## config.mk

```make
export PLATFORM = sky130hd
export DESIGN_NAME = wordmover_lsu
export DESIGN_NICKNAME = d
export VERILOG_FILES = /design/src/rtl/wlsu_pkg.sv /design/src/rtl/wlsu_ctrl.sv /design/src/rtl/wlsu_addr_gen.sv /design/src/rtl/wlsu_shift.sv /design/src/rtl/wordmover_lsu.sv
export SDC_FILE = /design/constraint.sdc
export NUM_CORES = 1
export LEC_CHECK = 0
export ABC_AREA = 1
export CAP_MARGIN = 10
export CORE_UTILIZATION = 45
export DETAILED_ROUTE_END_ITERATION = 8
export PLACE_DENSITY_LB_ADDON = 0.08
export RECOVER_POWER = 25
export SYNTH_ARGS = -nofsm -noshare
export SYNTH_HDL_FRONTEND = slang
export SYNTH_SLANG_ARGS = --single-unit
```

## constraint.sdc

```tcl
create_clock -name clk -period 1.9 [get_ports clk]
set_input_delay 0.57 -clock clk [delete_from_list [all_inputs] [get_ports clk]]
set_output_delay 0.57 -clock clk [all_outputs]
set_load 0.01 [all_outputs]
```

## src/rtl/wlsu_pkg.sv

```systemverilog
package wlsu_pkg;

    typedef enum logic [2:0] {
        OP_LDW  = 3'd0,
        OP_LDF  = 3'd1,
        OP_LDB  = 3'd2,
        OP_RSV3 = 3'd3,
        OP_STW  = 3'd4,
        OP_STF  = 3'd5,
        OP_STB  = 3'd6,
        OP_RSV7 = 3'd7
    } op_e;

    typedef enum logic [1:0] {
        ST_IDLE,
        ST_ISSUE,
        ST_DRAIN,
        ST_FINISH
    } state_e;

    typedef enum logic [1:0] {
        SZ_BYTE,
        SZ_WORD,
        SZ_FLOAT
    } size_e;

    localparam logic [2:0] SEL_ACC = 3'd0;

    function automatic size_e op_size(op_e op);
        size_e s;
        unique case (op)
            OP_LDW, OP_STW: s = SZ_WORD;
            OP_LDF, OP_STF: s = SZ_FLOAT;
            default:        s = SZ_BYTE;
        endcase
        return s;
    endfunction

    function automatic logic op_is_store(op_e op);
        return (op == OP_STW) || (op == OP_STF) || (op == OP_STB);
    endfunction

    function automatic logic op_legal(op_e op);
        return (op != OP_RSV3) && (op != OP_RSV7);
    endfunction

endpackage

```

## src/rtl/wlsu_ctrl.sv

```systemverilog
module wlsu_ctrl
    import wlsu_pkg::*;
#(
    parameter int CNT_W = 3
) (
    input  logic             clk,
    input  logic             rst_n,
    input  logic             accept,
    input  logic             acc_store,
    input  logic [CNT_W-1:0] acc_len_m1,
    output logic             issue,
    output logic             store_phase,
    output logic             commit_load,
    output logic             busy_o,
    output logic             done_o
);

    state_e           state_q, state_d;
    logic [CNT_W-1:0] cnt_q;
    logic             store_q;

    // State register
    always_ff @(posedge clk or negedge rst_n) begin
        if (!rst_n) begin
            state_q <= ST_IDLE;
        end else begin
            state_q <= state_d;
        end
    end

    // Remaining-access counter and direction
    always_ff @(posedge clk or negedge rst_n) begin
        if (!rst_n) begin
            cnt_q   <= '0;
            store_q <= 1'b0;
        end else if (accept) begin
            cnt_q   <= acc_len_m1;
            store_q <= acc_store;
        end else if (state_q == ST_ISSUE && cnt_q != '0) begin
            cnt_q   <= cnt_q - 1'b1;
        end
    end

    // Next-state logic
    always_comb begin
        state_d = state_q;
        unique case (state_q)
            ST_IDLE: begin
                if (accept) state_d = ST_ISSUE;
            end
            ST_ISSUE: begin
                if (cnt_q == '0) state_d = store_q ? ST_FINISH : ST_DRAIN;
            end
            ST_DRAIN: begin
                state_d = ST_FINISH;
            end
            ST_FINISH: begin
                state_d = ST_IDLE;
            end
            default: state_d = ST_IDLE;
        endcase
    end

    // Outputs
    always_comb begin
        issue       = 1'b0;
        commit_load = 1'b0;
        done_o      = 1'b0;
        busy_o      = 1'b1;
        unique case (state_q)
            ST_IDLE:   busy_o = 1'b0;
            ST_ISSUE:  issue = 1'b1;
            ST_DRAIN:  ;
            ST_FINISH: begin
                done_o      = 1'b1;
                commit_load = !store_q;
            end
            default:   busy_o = 1'b0;
        endcase
    end

    assign store_phase = store_q;

endmodule

```

## src/rtl/wlsu_addr_gen.sv

```systemverilog
module wlsu_addr_gen #(
    parameter int ADDR_W = 8
) (
    input  logic              clk,
    input  logic              rst_n,
    input  logic              load,
    input  logic [ADDR_W-1:0] start_addr,
    input  logic              step,
    output logic [ADDR_W-1:0] addr_o
);

    logic [ADDR_W-1:0] addr_q;

    always_ff @(posedge clk or negedge rst_n) begin
        if (!rst_n) begin
            addr_q <= '0;
        end else if (load) begin
            addr_q <= start_addr;
        end else if (step) begin
            addr_q <= addr_q + 1'b1;   // wraps modulo 2^ADDR_W
        end
    end

    assign addr_o = addr_q;

endmodule

```

## src/rtl/wlsu_shift.sv

```systemverilog
module wlsu_shift #(
    parameter int BYTE_W = 8,
    parameter int NBYTES = 6
) (
    input  logic                     clk,
    input  logic                     rst_n,
    input  logic                     load_en,
    input  logic [BYTE_W*NBYTES-1:0] load_val,
    input  logic                     shl_en,
    input  logic                     shin_en,
    input  logic [BYTE_W-1:0]        byte_in,
    output logic [BYTE_W-1:0]        byte_out,
    output logic [BYTE_W*NBYTES-1:0] value
);

    localparam int TOT_W = BYTE_W * NBYTES;

    logic [TOT_W-1:0]  sh_q;
    logic [BYTE_W-1:0] fill;

    assign fill = shin_en ? byte_in : '0;

    always_ff @(posedge clk or negedge rst_n) begin
        if (!rst_n) begin
            sh_q <= '0;
        end else if (load_en) begin
            sh_q <= load_val;
        end else if (shl_en || shin_en) begin
            sh_q <= {sh_q[TOT_W-BYTE_W-1:0], fill};
        end
    end

    assign byte_out = sh_q[TOT_W-1 -: BYTE_W];
    assign value    = sh_q;

endmodule

```

## src/rtl/wordmover_lsu.sv

```systemverilog
module wordmover_lsu
    import wlsu_pkg::*;
#(
    parameter int ADDR_W      = 8,
    parameter int BYTE_W      = 8,
    parameter int WORD_BYTES  = 3,
    parameter int NUM_WREGS   = 6
) (
    input  logic                           clk,
    input  logic                           rst_n,
    input  logic                           req_valid,
    input  logic [2:0]                     req_op,
    input  logic [ADDR_W-1:0]              req_addr,
    input  logic [2:0]                     req_sel,
    output logic                           busy,
    output logic                           done,
    output logic                           mem_en,
    output logic                           mem_we,
    output logic [ADDR_W-1:0]              mem_addr,
    output logic [BYTE_W-1:0]              mem_wdata,
    input  logic [BYTE_W-1:0]              mem_rdata,
    output logic [2:0]                     rf_rsel,
    input  logic [BYTE_W*WORD_BYTES-1:0]   rf_rdata,
    input  logic [2*BYTE_W*WORD_BYTES-1:0] rf_fdata,
    output logic                           rf_we,
    output logic [2:0]                     rf_wsel,
    output logic [BYTE_W*WORD_BYTES-1:0]   rf_wdata,
    output logic                           rf_fwe,
    output logic [2*BYTE_W*WORD_BYTES-1:0] rf_fwdata
);

    localparam int FLOAT_BYTES = 2 * WORD_BYTES;
    localparam int WORD_W      = BYTE_W * WORD_BYTES;
    localparam int FLT_W       = BYTE_W * FLOAT_BYTES;
    localparam int CNT_W       = $clog2(FLOAT_BYTES);

    op_e              op_in;
    size_e            size_in, size_q;
    logic             sel_ok, accept;
    logic [CNT_W-1:0] len_m1;
    logic [2:0]       sel_q;
    logic [WORD_W-1:0] hold_q;
    logic [FLT_W-1:0] load_val, sh_val;
    logic             issue, store_phase, commit_load;
    logic             rd_pend_q;

    // Request decode
    assign op_in   = op_e'(req_op);
    assign size_in = op_size(op_in);
    assign sel_ok  = (size_in != SZ_WORD) || (req_sel < 3'(NUM_WREGS));
    assign accept  = req_valid && !busy && op_legal(op_in) && sel_ok;
    assign rf_rsel = (size_in == SZ_BYTE) ? SEL_ACC : req_sel;

    always_comb begin
        unique case (size_in)
            SZ_WORD:  len_m1 = CNT_W'(WORD_BYTES - 1);
            SZ_FLOAT: len_m1 = CNT_W'(FLOAT_BYTES - 1);
            default:  len_m1 = '0;
        endcase
    end

    // Store image, left-aligned so the most significant byte leaves first
    always_comb begin
        load_val = '0;
        if (op_is_store(op_in)) begin
            unique case (size_in)
                SZ_WORD:  load_val = {rf_rdata, {(FLT_W-WORD_W){1'b0}}};
                SZ_FLOAT: load_val = rf_fdata;
                default:  load_val = {rf_rdata[BYTE_W-1:0], {(FLT_W-BYTE_W){1'b0}}};
            endcase
        end
    end

    // Request snapshot
    always_ff @(posedge clk or negedge rst_n) begin
        if (!rst_n) begin
            size_q <= SZ_BYTE;
            sel_q  <= SEL_ACC;
            hold_q <= '0;
        end else if (accept) begin
            size_q <= size_in;
            sel_q  <= (size_in == SZ_BYTE) ? SEL_ACC : req_sel;
            hold_q <= rf_rdata;
        end
    end

    // A read issued last cycle returns data this cycle
    always_ff @(posedge clk or negedge rst_n) begin
        if (!rst_n) begin
            rd_pend_q <= 1'b0;
        end else begin
            rd_pend_q <= mem_en && !mem_we;
        end
    end

    wlsu_ctrl #(.CNT_W(CNT_W)) u_ctrl (
        .clk         (clk),
        .rst_n       (rst_n),
        .accept      (accept),
        .acc_store   (op_is_store(op_in)),
        .acc_len_m1  (len_m1),
        .issue       (issue),
        .store_phase (store_phase),
        .commit_load (commit_load),
        .busy_o      (busy),
        .done_o      (done)
    );

    wlsu_addr_gen #(.ADDR_W(ADDR_W)) u_addr (
        .clk        (clk),
        .rst_n      (rst_n),
        .load       (accept),
        .start_addr (req_addr),
        .step       (issue),
        .addr_o     (mem_addr)
    );

    wlsu_shift #(.BYTE_W(BYTE_W), .NBYTES(FLOAT_BYTES)) u_shift (
        .clk      (clk),
        .rst_n    (rst_n),
        .load_en  (accept),
        .load_val (load_val),
        .shl_en   (issue && store_phase),
        .shin_en  (rd_pend_q),
        .byte_in  (mem_rdata),
        .byte_out (mem_wdata),
        .value    (sh_val)
    );

    assign mem_en = issue;
    assign mem_we = issue && store_phase;

    // Register write-back
    assign rf_we     = commit_load && (size_q != SZ_FLOAT);
    assign rf_fwe    = commit_load && (size_q == SZ_FLOAT);
    assign rf_wsel   = sel_q;
    assign rf_fwdata = sh_val;
    assign rf_wdata  = (size_q == SZ_BYTE)
                     ? {hold_q[WORD_W-1:BYTE_W], sh_val[BYTE_W-1:0]}
                     : sh_val[WORD_W-1:0];

endmodule

```

==> flow_summary_export.csv, run 1 <==
group,metric,value,unit
die,die_h,108,um
place,gp_congestion,0.906,
clocking,cts_buffer_depth,2,
die,ios,197,
global_route,gr-total-overflow,0,
synth,yosys.area_share.simple,34.6,%
clocking,clock-root-buffer,"clkbuf_8",
clocking,clk_pin_slew,90,ps
clocking,cts_tree,"yes",
clocking,cts.sinks,84,
clocking,htree_num_levels,3,
status,violations,"negative setup slack",
route,finalWirelength,19.4,mm
synth,synth_cell_types,26,
sta,skew,8.63,ps
sta,worst_slack,-178,ps
critical_path,start_kind,"register",
sta,final.setup.tns,-2430,ps
die,rows,38,
route,via_per_inst,5.45,
critical_path,cp_max_fo,3,
clocking,cts-buffers-inserted,9,
critical_path,cp_slowest_cell,"dfrtp_1",
layout,area_growth,62.2,%
die,start_util,46.6,%
sta,setup_viol,17,
synth,synthAdderAreaFrac,1.73,%
clocking,clk_latency,370,ps
place,portBuffers,196,
critical_path,crit_path_cell_trace,"nor2_4 -> buf_6 -> mux2_4 -> buf_6",
route,final_antenna_net_count,0,
critical_path,slowest_delay,420,ps
synth,synth_compound_area_share,9.13,%
route,dr.first_iter.drc_count,421,
die,die_x,108,um
die,fp.coreArea,10900,sq um
synth,ys_seq_area_share,41.5,%
sta,post-route-period-util,109,%
die,die_area,11700,sq um
synth,synth_mux_area_share,0.222,%
critical_path,crit_arrival,1510,ps
synth,postSynthAreaPerCell,6.89,sq um
layout,fin_nets,1071,
sta,hold_ws,455,ps
global_route,grt_pass1_vias,5583,
power_and_ir_drop,peakVddDrop,1060,uV
synth,synth_top_family_by_area,"simple AND/OR/NAND/NOR gates",
critical_path,critPathMostFrequentCell,"buf_6",
sta,worst_pin_slew,1270,ps
status,status,"finished with violations",
route,drc,0,
layout,layout-drive-gt1-share,18.8,%
critical_path,worstSetupPathType,"register to output pin",
synth,synth_fp_nets,840,
critical_path,crit_buf_inv,2,
power_and_ir_drop,leakage,4.49,nW
hold_path,hold_class,"input pin to async pin",
synth,synth-seq-cells,84,
route,routedWlPerCell,17.5,um
route,dr.pass1.iters,5,
layout,final_util,75.5,%
route,via_count,6068,
critical_path,cp_top_family,"flip-flops",
global_route,grt_pass1_wl,27.8,mm
critical_path,end_kind,"output pin",
critical_path,required,1330,ps
global_route,antenna_found_initial,1,
sta,rsz0062_at_grt,"true",
synth,synth_xor_area_share,0.346,%
job,maxCapViolCount,0,
sta,fin_crit,2080,ps
global_route,track_usage,31.3,%
sta,hold_violations,0,
sta,fmax,481,MHz
clocking,hold_buffers,0,
place,dp_hpwl,12.7,mm
synth,yosys_warnings,0,
global_route,grt_max_degree,41,
power_and_ir_drop,power_density,1690,nW/um^2
sta,finalMaxSlewViolations,0,
synth,synth.cell_area,5070,sq um
synth,netlist_instances,736,
sta,max_slew_margin,15.0,%
==> sequential cells by signal, summed over array words and instances (netlist names) <==
signal / count
hold_q: 16
rd_pend_q: 1
u_ctrl.store_phase: 1
size_q: 2
u_ctrl.cnt_q: 3
u_addr.addr_o: 8
u_ctrl.state_q: 2
rf_wsel: 3
u_shift.value: 48
==> worst register-to-register path: stages, from the launching register on <==
cell,delay [ps]
dfrtp_1,400
buf_6,140
inv_6,60
ha_4,130
buf_4,110
nand3_1,110
nor2_4,260
clkbuf_16,240
nand3_1,100
a21oi_1,160
==> final cells by class <==
class,count,area (sq um)
fill,851,2670
tap,140,175
multi-input combinational,512,2550
inverter,77,302
sequential,84,2110
antenna,1,2.50
timing repair buffer,283,2900
clock inverter,4,50.0
clock buffer,12,135
==> layer usage <==
| metal | GRT usage [%] | wire [um] | vias to the layer above | part of all wire (%) |
|---|---|---|---|---|
| met1 | 40.7 | 7810 | 2853 | 40 |
| met2 | 50.0 | 9280 | 337 | 48 |
| li1 | - | - | 2815 | - |
| met5 | 0 | 0 | - | 0 |
| met4 | 17.0 | 731 | 0 | 3.8 |
| met3 | 5.06 | 1610 | 63 | 8.3 |
==> repair_timing <==
item	in CTS	in global routing
setup endpoints to repair	130	112
setup buffers	19	8
pin swaps	1	11
gates cloned	2	9
gates resized for setup	181	100
==> kinds of logic (layout without fill, tap and decap cells) <==
family          Yosys count  after routing
flops                    84             84
xor+xnor                  2              2
fa+ha+maj                 7              7
compound gates           92             92
other cells               0              1
mux                       1              1
simple gates            410            410
buf+inv                 140            376
==> synth_stat cells <==
| library cell | number | area (sq um) |
|---|---|---|
| a211oi_1 | 1 | 7.51 |
| a21oi_1 | 25 | 125 |
| and3_1 | 1 | 6.26 |
| buf_1 | 4 | 15.0 |
| buf_2 | 19 | 95.1 |
| buf_4 | 22 | 165 |
| clkbuf_1 | 18 | 67.6 |
| clkinv_1 | 1 | 3.75 |
| dfrtp_1 | 84 | 2100 |
| ha_1 | 7 | 87.6 |
| inv_1 | 74 | 278 |
| inv_2 | 2 | 7.51 |
| mux2_2 | 1 | 11.3 |
| nand2_1 | 241 | 905 |
| nand2_2 | 2 | 12.5 |
| nand3_1 | 94 | 470 |
| nand3b_1 | 2 | 15.0 |
| nand4_1 | 24 | 150 |
| nor2_1 | 40 | 150 |
| nor2_2 | 3 | 18.8 |
| nor2_4 | 2 | 22.5 |
| nor4_1 | 1 | 6.26 |
| o21ai_0 | 54 | 270 |
| o21ai_1 | 12 | 60.1 |
| xnor2_1 | 1 | 8.76 |
| xor2_1 | 1 | 8.76 |
==> worst paths after layout <==
check,cells after the start,endpoint,from,slack [ps]
max,4,rf_wdata[16],size_q[1]$_DFFE_PN0P_,-180
min,1,u_addr.addr_o[6]$_DFFE_PN0P_,rst_n,450
max reg2reg,9,u_shift.value[32]$_DFFE_PN0P_,u_ctrl.state_q[0]$_DFFE_PN0P_,90
min reg2reg,2,hold_q[9]$_DFFE_PN0P_,hold_q[9]$_DFFE_PN0P_,490
max in group asynchronous,2,u_shift.value[38]$_DFFE_PN0P_,rst_n,180
min in group clk,2,hold_q[9]$_DFFE_PN0P_,hold_q[9]$_DFFE_PN0P_,490
==> through the flow <==
| stage | total power, mW | std cells | area (sq um) | worst slack, ps |
|---|---|---|---|---|
| 3_5_place_dp | 11.1 | 1061 | 7420 | -631 |
| 3_3_place_gp | 10.9 | 1061 | 7420 | -568 |
| 6_report | 13.9 | 1113 | 8220 | -178 |
| 5_1_grt | 14.8 | 1112 | 8220 | -229 |
| 4_1_cts | 12.8 | 1098 | 7790 | -239 |
| 2_1_floorplan | 7.13 | 736 | 5070 | 161 |
==> power by group <==
part	internal (mW)	total (mW)	switching [mW]
combinational	4.48	9.14	4.67
sequential	2.71	3.45	0.745
clock	0.608	1.28	0.671
total	7.79	13.9	6.08
==> cells in the final DEF (no fill, tap or decap), types with 2 or more instances in the layout <==
master	n
dlymetal6s2s_1	42
dfrtp_1	80
nor2_1	25
ha_4	2
buf_6	9
nor2_2	11
buf_2	23
dlygate4sd2_1	27
nand3_1	94
nand2_1	234
clkbuf_16	8
a21oi_2	2
o21ai_1	32
a21oi_1	23
buf_12	13
clkinvlp_4	2
nand4_1	24
nand2_4	2
nand2_8	2
nand3b_1	2
inv_6	2
o21ai_2	10
clkdlybuf4s50_1	100
buf_4	57
dfrtp_2	4
clkbuf_1	4
nand2_2	5
nor2_4	9
clkbuf_8	9
inv_2	3
ha_1	4
inv_1	70
o21ai_0	24
Note: power is estimated with default switching activity, not from simulation.
==> run 2: changes to the inputs <==
CORE_ASPECT_RATIO = 1.1   (was unset)
==> flow_summary_export.csv, run 2 (synthesis results as in run 1) <==
group,metric,value,unit
status,status,"finished with violations",
status,violations,"negative setup slack",
clocking,clock-root-buffer,"clkbuf_16",
clocking,clk_latency,340,ps
sta,finalMaxSlewViolations,0,
layout,finalNonFillerCells,1107,
route,dr.pass1.iters,5,
route,via_count,5835,
route,via_per_inst,5.27,
critical_path,end_kind,"output pin",
power_and_ir_drop,power_density,1720,nW/um^2
clocking,cts_buffer_depth,2,
global_route,track_usage,30.5,%
die,die_h,113,um
route,dr.first_iter.drc_count,288,
clocking,clk_pin_slew,60,ps
layout,fin_nets,1059,
layout,antenna_cells,0,
place,dp_hpwl,12.2,mm
critical_path,required,1330,ps
critical_path,crit_arrival,1530,ps
sta,worst_slack,-205,ps
critical_path,worstSetupPathType,"register to output pin",
die,rows,40,
route,finalWirelength,18.1,mm
sta,setup_viol,17,
sta,max_slew_margin,19.9,%
global_route,grt_max_degree,85,
route,final_antenna_net_count,0,
clocking,hold_buffers,0,
clocking,cts.sinks,84,
job,maxCapViolCount,0,
layout,final_common_cell,"nand2_1",
sta,hold_ws,484,ps
hold_path,hold_class,"register to register",
route,routedWlPerCell,16.3,um
layout,layout-drive-gt1-share,16.4,%
sta,post-route-period-util,111,%
die,fp.coreArea,11000,sq um
critical_path,start_kind,"register",
power_and_ir_drop,peakVddDrop,901,uV
layout,final_util,73.5,%
die,die_x,103,um
layout,area_growth,58.9,%
sta,skew,5.51,ps
layout,largest_register_ff_count,48,
global_route,grt_pass1_wl,27.2,mm
clocking,cts_tree,"yes",
layout,layout_common_cells,"nand2_1, clkdlybuf4s50_1, nand3_1",
place,dp_cells,1068,
die,start_util,46.3,%
sta,fmax,475,MHz
sta,hold_violations,0,
global_route,antenna_found_initial,0,
route,drc,0,
place,gp_congestion,0.928,
power_and_ir_drop,leakage,4.22,nW
sta,rsz0062_at_grt,"true",
die,die_area,11700,sq um
die,ios,197,
critical_path,cp_max_fo,13,
sta,worst_pin_slew,1200,ps
clocking,htree_num_levels,3,
global_route,grt_pass1_vias,5601,
clocking,cts-buffers-inserted,9,
place,portBuffers,196,
global_route,gr-total-overflow,0,
sta,fin_crit,2100,ps
power_and_ir_drop,power.total,13.8,mW
==> run 2: area by class of cell <==
cell class | count | area [sq um]
clock buffers | 10 | 229
fillers | 851 | 2910
repair buffers | 270 | 2660
inverters | 77 | 294
well taps | 147 | 184
multi-input cells | 513 | 2490
flip-flops and latches | 84 | 2110
clock inverters | 6 | 88.8
==> run 2: path summary, 6_finish.rpt <==
path / from / endpoint / slack [ps] / depth (start not counted)
setup reg to reg: u_ctrl.state_q[1]$_DFFE_PN0P_ / u_shift.value[7]$_DFFE_PN0P_ / 60 / 12
min in group asynchronous: rst_n / u_addr.addr_o[4]$_DFFE_PN0P_ / 590 / 2
max in group asynchronous: rst_n / u_shift.value[3]$_DFFE_PN0P_ / 470 / 2
hold / removal: rf_wsel[2]$_DFFE_PN0P_ / rf_wsel[2]$_DFFE_PN0P_ / 480 / 2
hold reg to reg: rf_wsel[2]$_DFFE_PN0P_ / rf_wsel[2]$_DFFE_PN0P_ / 480 / 2
setup / recovery: size_q[0]$_DFFE_PN0P_ / rf_wdata[23] / -200 / 5
==> run 2: stage by stage <==
stage | cell area, sq um | setup WS, ps | TNS (ps)
2_1_floorplan | 5070 | 161 | 0
3_3_place_gp | 7410 | -560 | -40620
3_5_place_dp | 7410 | -580 | -42940
4_1_cts | 7810 | -205 | -2150
5_1_grt | 8050 | -262 | -3220
6_report | 8050 | -205 | -2290
==> run 2: critical path, stage by stage, from the launching register on <==
cell and delay [ps]:
dfrtp_1 410, nor2_4 190, buf_12 160, buf_4 110, o21ai_0 70, clkdlybuf4s15_1 260
==> run 2: what timing repair did <==
item,4_1_cts,5_1_grt
resized for setup,146,59
gates cloned,2,2
pin swaps,2,9
setup buffers,7,13
endpoints found under the setup margin,127,101
==> run 2: report_power, final <==
part	switching (mW)	internal, mW	total, mW
clock	0.733	1.15	1.88
sequential	0.762	2.71	3.47
combinational	4.30	4.19	8.49
==> run 2: per-layer routing <==
metal | GRT usage [%] | vias to the layer above | wire (um)
li1 | - | 2779 | -
met1 | 37.6 | 2738 | 7280
met2 | 50.9 | 266 | 8860
met3 | 5.87 | 52 | 1210
met4 | 14.1 | 0 | 743
met5 | 0 | - | 0
==> run 3: changes to the inputs <==
==> constraint.sdc (replaced) <==
create_clock -name clk -period 1.9 [get_ports clk]
set_input_delay 0.57 -clock clk [delete_from_list [all_inputs] [get_ports clk]]
set_output_delay 0.57 -clock clk [all_outputs]
set_load 0.1 [all_outputs]
==> flow_summary_export.csv, run 3 (synthesis results as in run 1) <==
group,metric,value,unit
status,violations,"negative setup slack",
critical_path,timing.rr.start,"u_ctrl.state_q[0]$_DFFE_PN0P_",
sta,post-route-period-util,119,%
status,status,"finished with violations",
layout,layout_common_cells,"nand2_1, buf_12, nand3_1",
layout,postLayoutCellArea,9560,sq um
clocking,hold_buffers,0,
sta,finalMaxSlewViolations,0,
place,dp_slack,-541,ps
layout,antenna_cells,0,
layout,area_growth,88.5,%
sta,worst_pin_slew,880,ps
critical_path,required,1330,ps
route,dr.pass1.iters,7,
clocking,cts-buffers-inserted,9,
sta,hold_ws,324,ps
layout,finalNonFillerCells,1108,
layout,layout-drive-gt1-share,29.3,%
critical_path,cp_max_fo,7,
critical_path,start_kind,"register",
die,rows,40,
die,die_area,11700,sq um
global_route,antenna_found_initial,0,
die,die_x,103,um
die,ios,197,
route,drc,0,
critical_path,worstSetupPathType,"register to output pin",
sta,rsz0062_at_grt,"true",
global_route,gr-total-overflow,0,
critical_path,crit_arrival,1680,ps
global_route,grt_pass1_wl,32.7,mm
route,dr.first_iter.drc_count,982,
place,portBuffers,196,
clocking,clk_latency,360,ps
job,maxCapViolCount,0,
place,dp_hpwl,14.9,mm
route,via_per_inst,6.24,
clocking,clock-root-buffer,"clkbuf_16",
clocking,cts.sinks,84,
die,die_h,113,um
route,final_antenna_net_count,0,
place,gp_congestion,0.995,
sta,worst_slack,-353,ps
hold_path,hold_class,"input pin to async pin",
sta,setup_viol,66,
sta,skew,11.8,ps
layout,largest_register_ff_count,48,
place,post_dp_cell_area,8640,sq um
die,fp.coreArea,11000,sq um
route,routedWlPerCell,23.9,um
clocking,clk_pin_slew,70,ps
global_route,grt_max_degree,43,
clocking,cts_tree,"yes",
critical_path,end_kind,"output pin",
clocking,cts_buffer_depth,2,
sta,hold_violations,0,
layout,fin_nets,1061,
die,start_util,46.3,%
place,dp_cells,1056,
sta,max_slew_margin,41.3,%
sta,fmax,444,MHz
layout,final_common_cell,"nand2_1",
global_route,grt_pass1_vias,6160,
global_route,track_usage,37.7,%
route,finalWirelength,26.5,mm
clocking,htree_num_levels,3,
sta,fin_crit,2250,ps
route,via_count,6919,
critical_path,startpoint,"size_q[1]$_DFFE_PN0P_",
-- run 3: cell count changes in the layout (fill, tap and decap cells not counted), moves of 15 or more --
cell,delta
dfrtp_4,+15
dlymetal6s2s_1,-18
buf_2,-18
dfrtp_1,-30
buf_4,-18
dfrtp_2,+15
buf_12,+101
clkdlybuf4s50_1,-49
-- run 3: path summary, 6_finish.rpt --
path | endpoint | slack, ps | cells past startpoint
min | rf_wsel[0]$_DFFE_PN0P_ | 320 | 1
max reg2reg | u_shift.value[1]$_DFFE_PN0P_ | -90 | 10
max in group asynchronous | u_shift.value[12]$_DFFE_PN0P_ | 270 | 2
max | rf_wdata[17] | -350 | 6
min in group clk | hold_q[21]$_DFFE_PN0P_ | 530 | 2
min reg2reg | hold_q[21]$_DFFE_PN0P_ | 530 | 2
-- run 3: stage by stage --
step | setup TNS [ps] | util, %
after floorplan | -5090 | -
after global placement | -30390 | 78.8
after detailed placement | -32370 | 78.8
after CTS | -4060 | 84.2
after global routing | -8620 | 87.2
final | -7120 | 87.2
-- run 3: critical path, stage by stage, from the launching register on --
cell     delay, ps
dfrtp_1        420
nor2_4         210
buf_4          160
buf_16         120
nand2_1        100
o21ai_4        100
buf_12         200
-- run 3: routing by layer --
metal / vias to the layer above / global-route usage (%) / share of wire [%]
met1: 3105 / 41.4 / 31
met2: 770 / 63.4 / 46
met3: 257 / 9.70 / 13
met4: 0 / 25.0 / 10
li1: 2787 / - / -
met5: - / 0 / 0
-- run 3: final cells by class --
| cell class | instances | area, sq um |
|---|---|---|
| clock buffer | 12 | 256 |
| clock inverter | 3 | 46.3 |
| fill | 455 | 1400 |
| inverter | 77 | 307 |
| multi-input combinational | 513 | 2700 |
| sequential | 84 | 2180 |
| tap | 147 | 184 |
| timing repair buffer | 272 | 3880 |
-- run 3: what timing repair did --
| item | 4_1_cts | 5_1_grt |
|---|---|---|
| pin swaps | 13 | 10 |
| gates resized for setup | 36 | 38 |
| buffers inserted | 13 | 17 |
| gates cloned | 3 | 6 |
| endpoints found under the setup margin | 83 | 35 |
Power of run 3 is not shown: default switching activity piles up to over one toggle a cycle in this logic, so the estimate is an artifact.
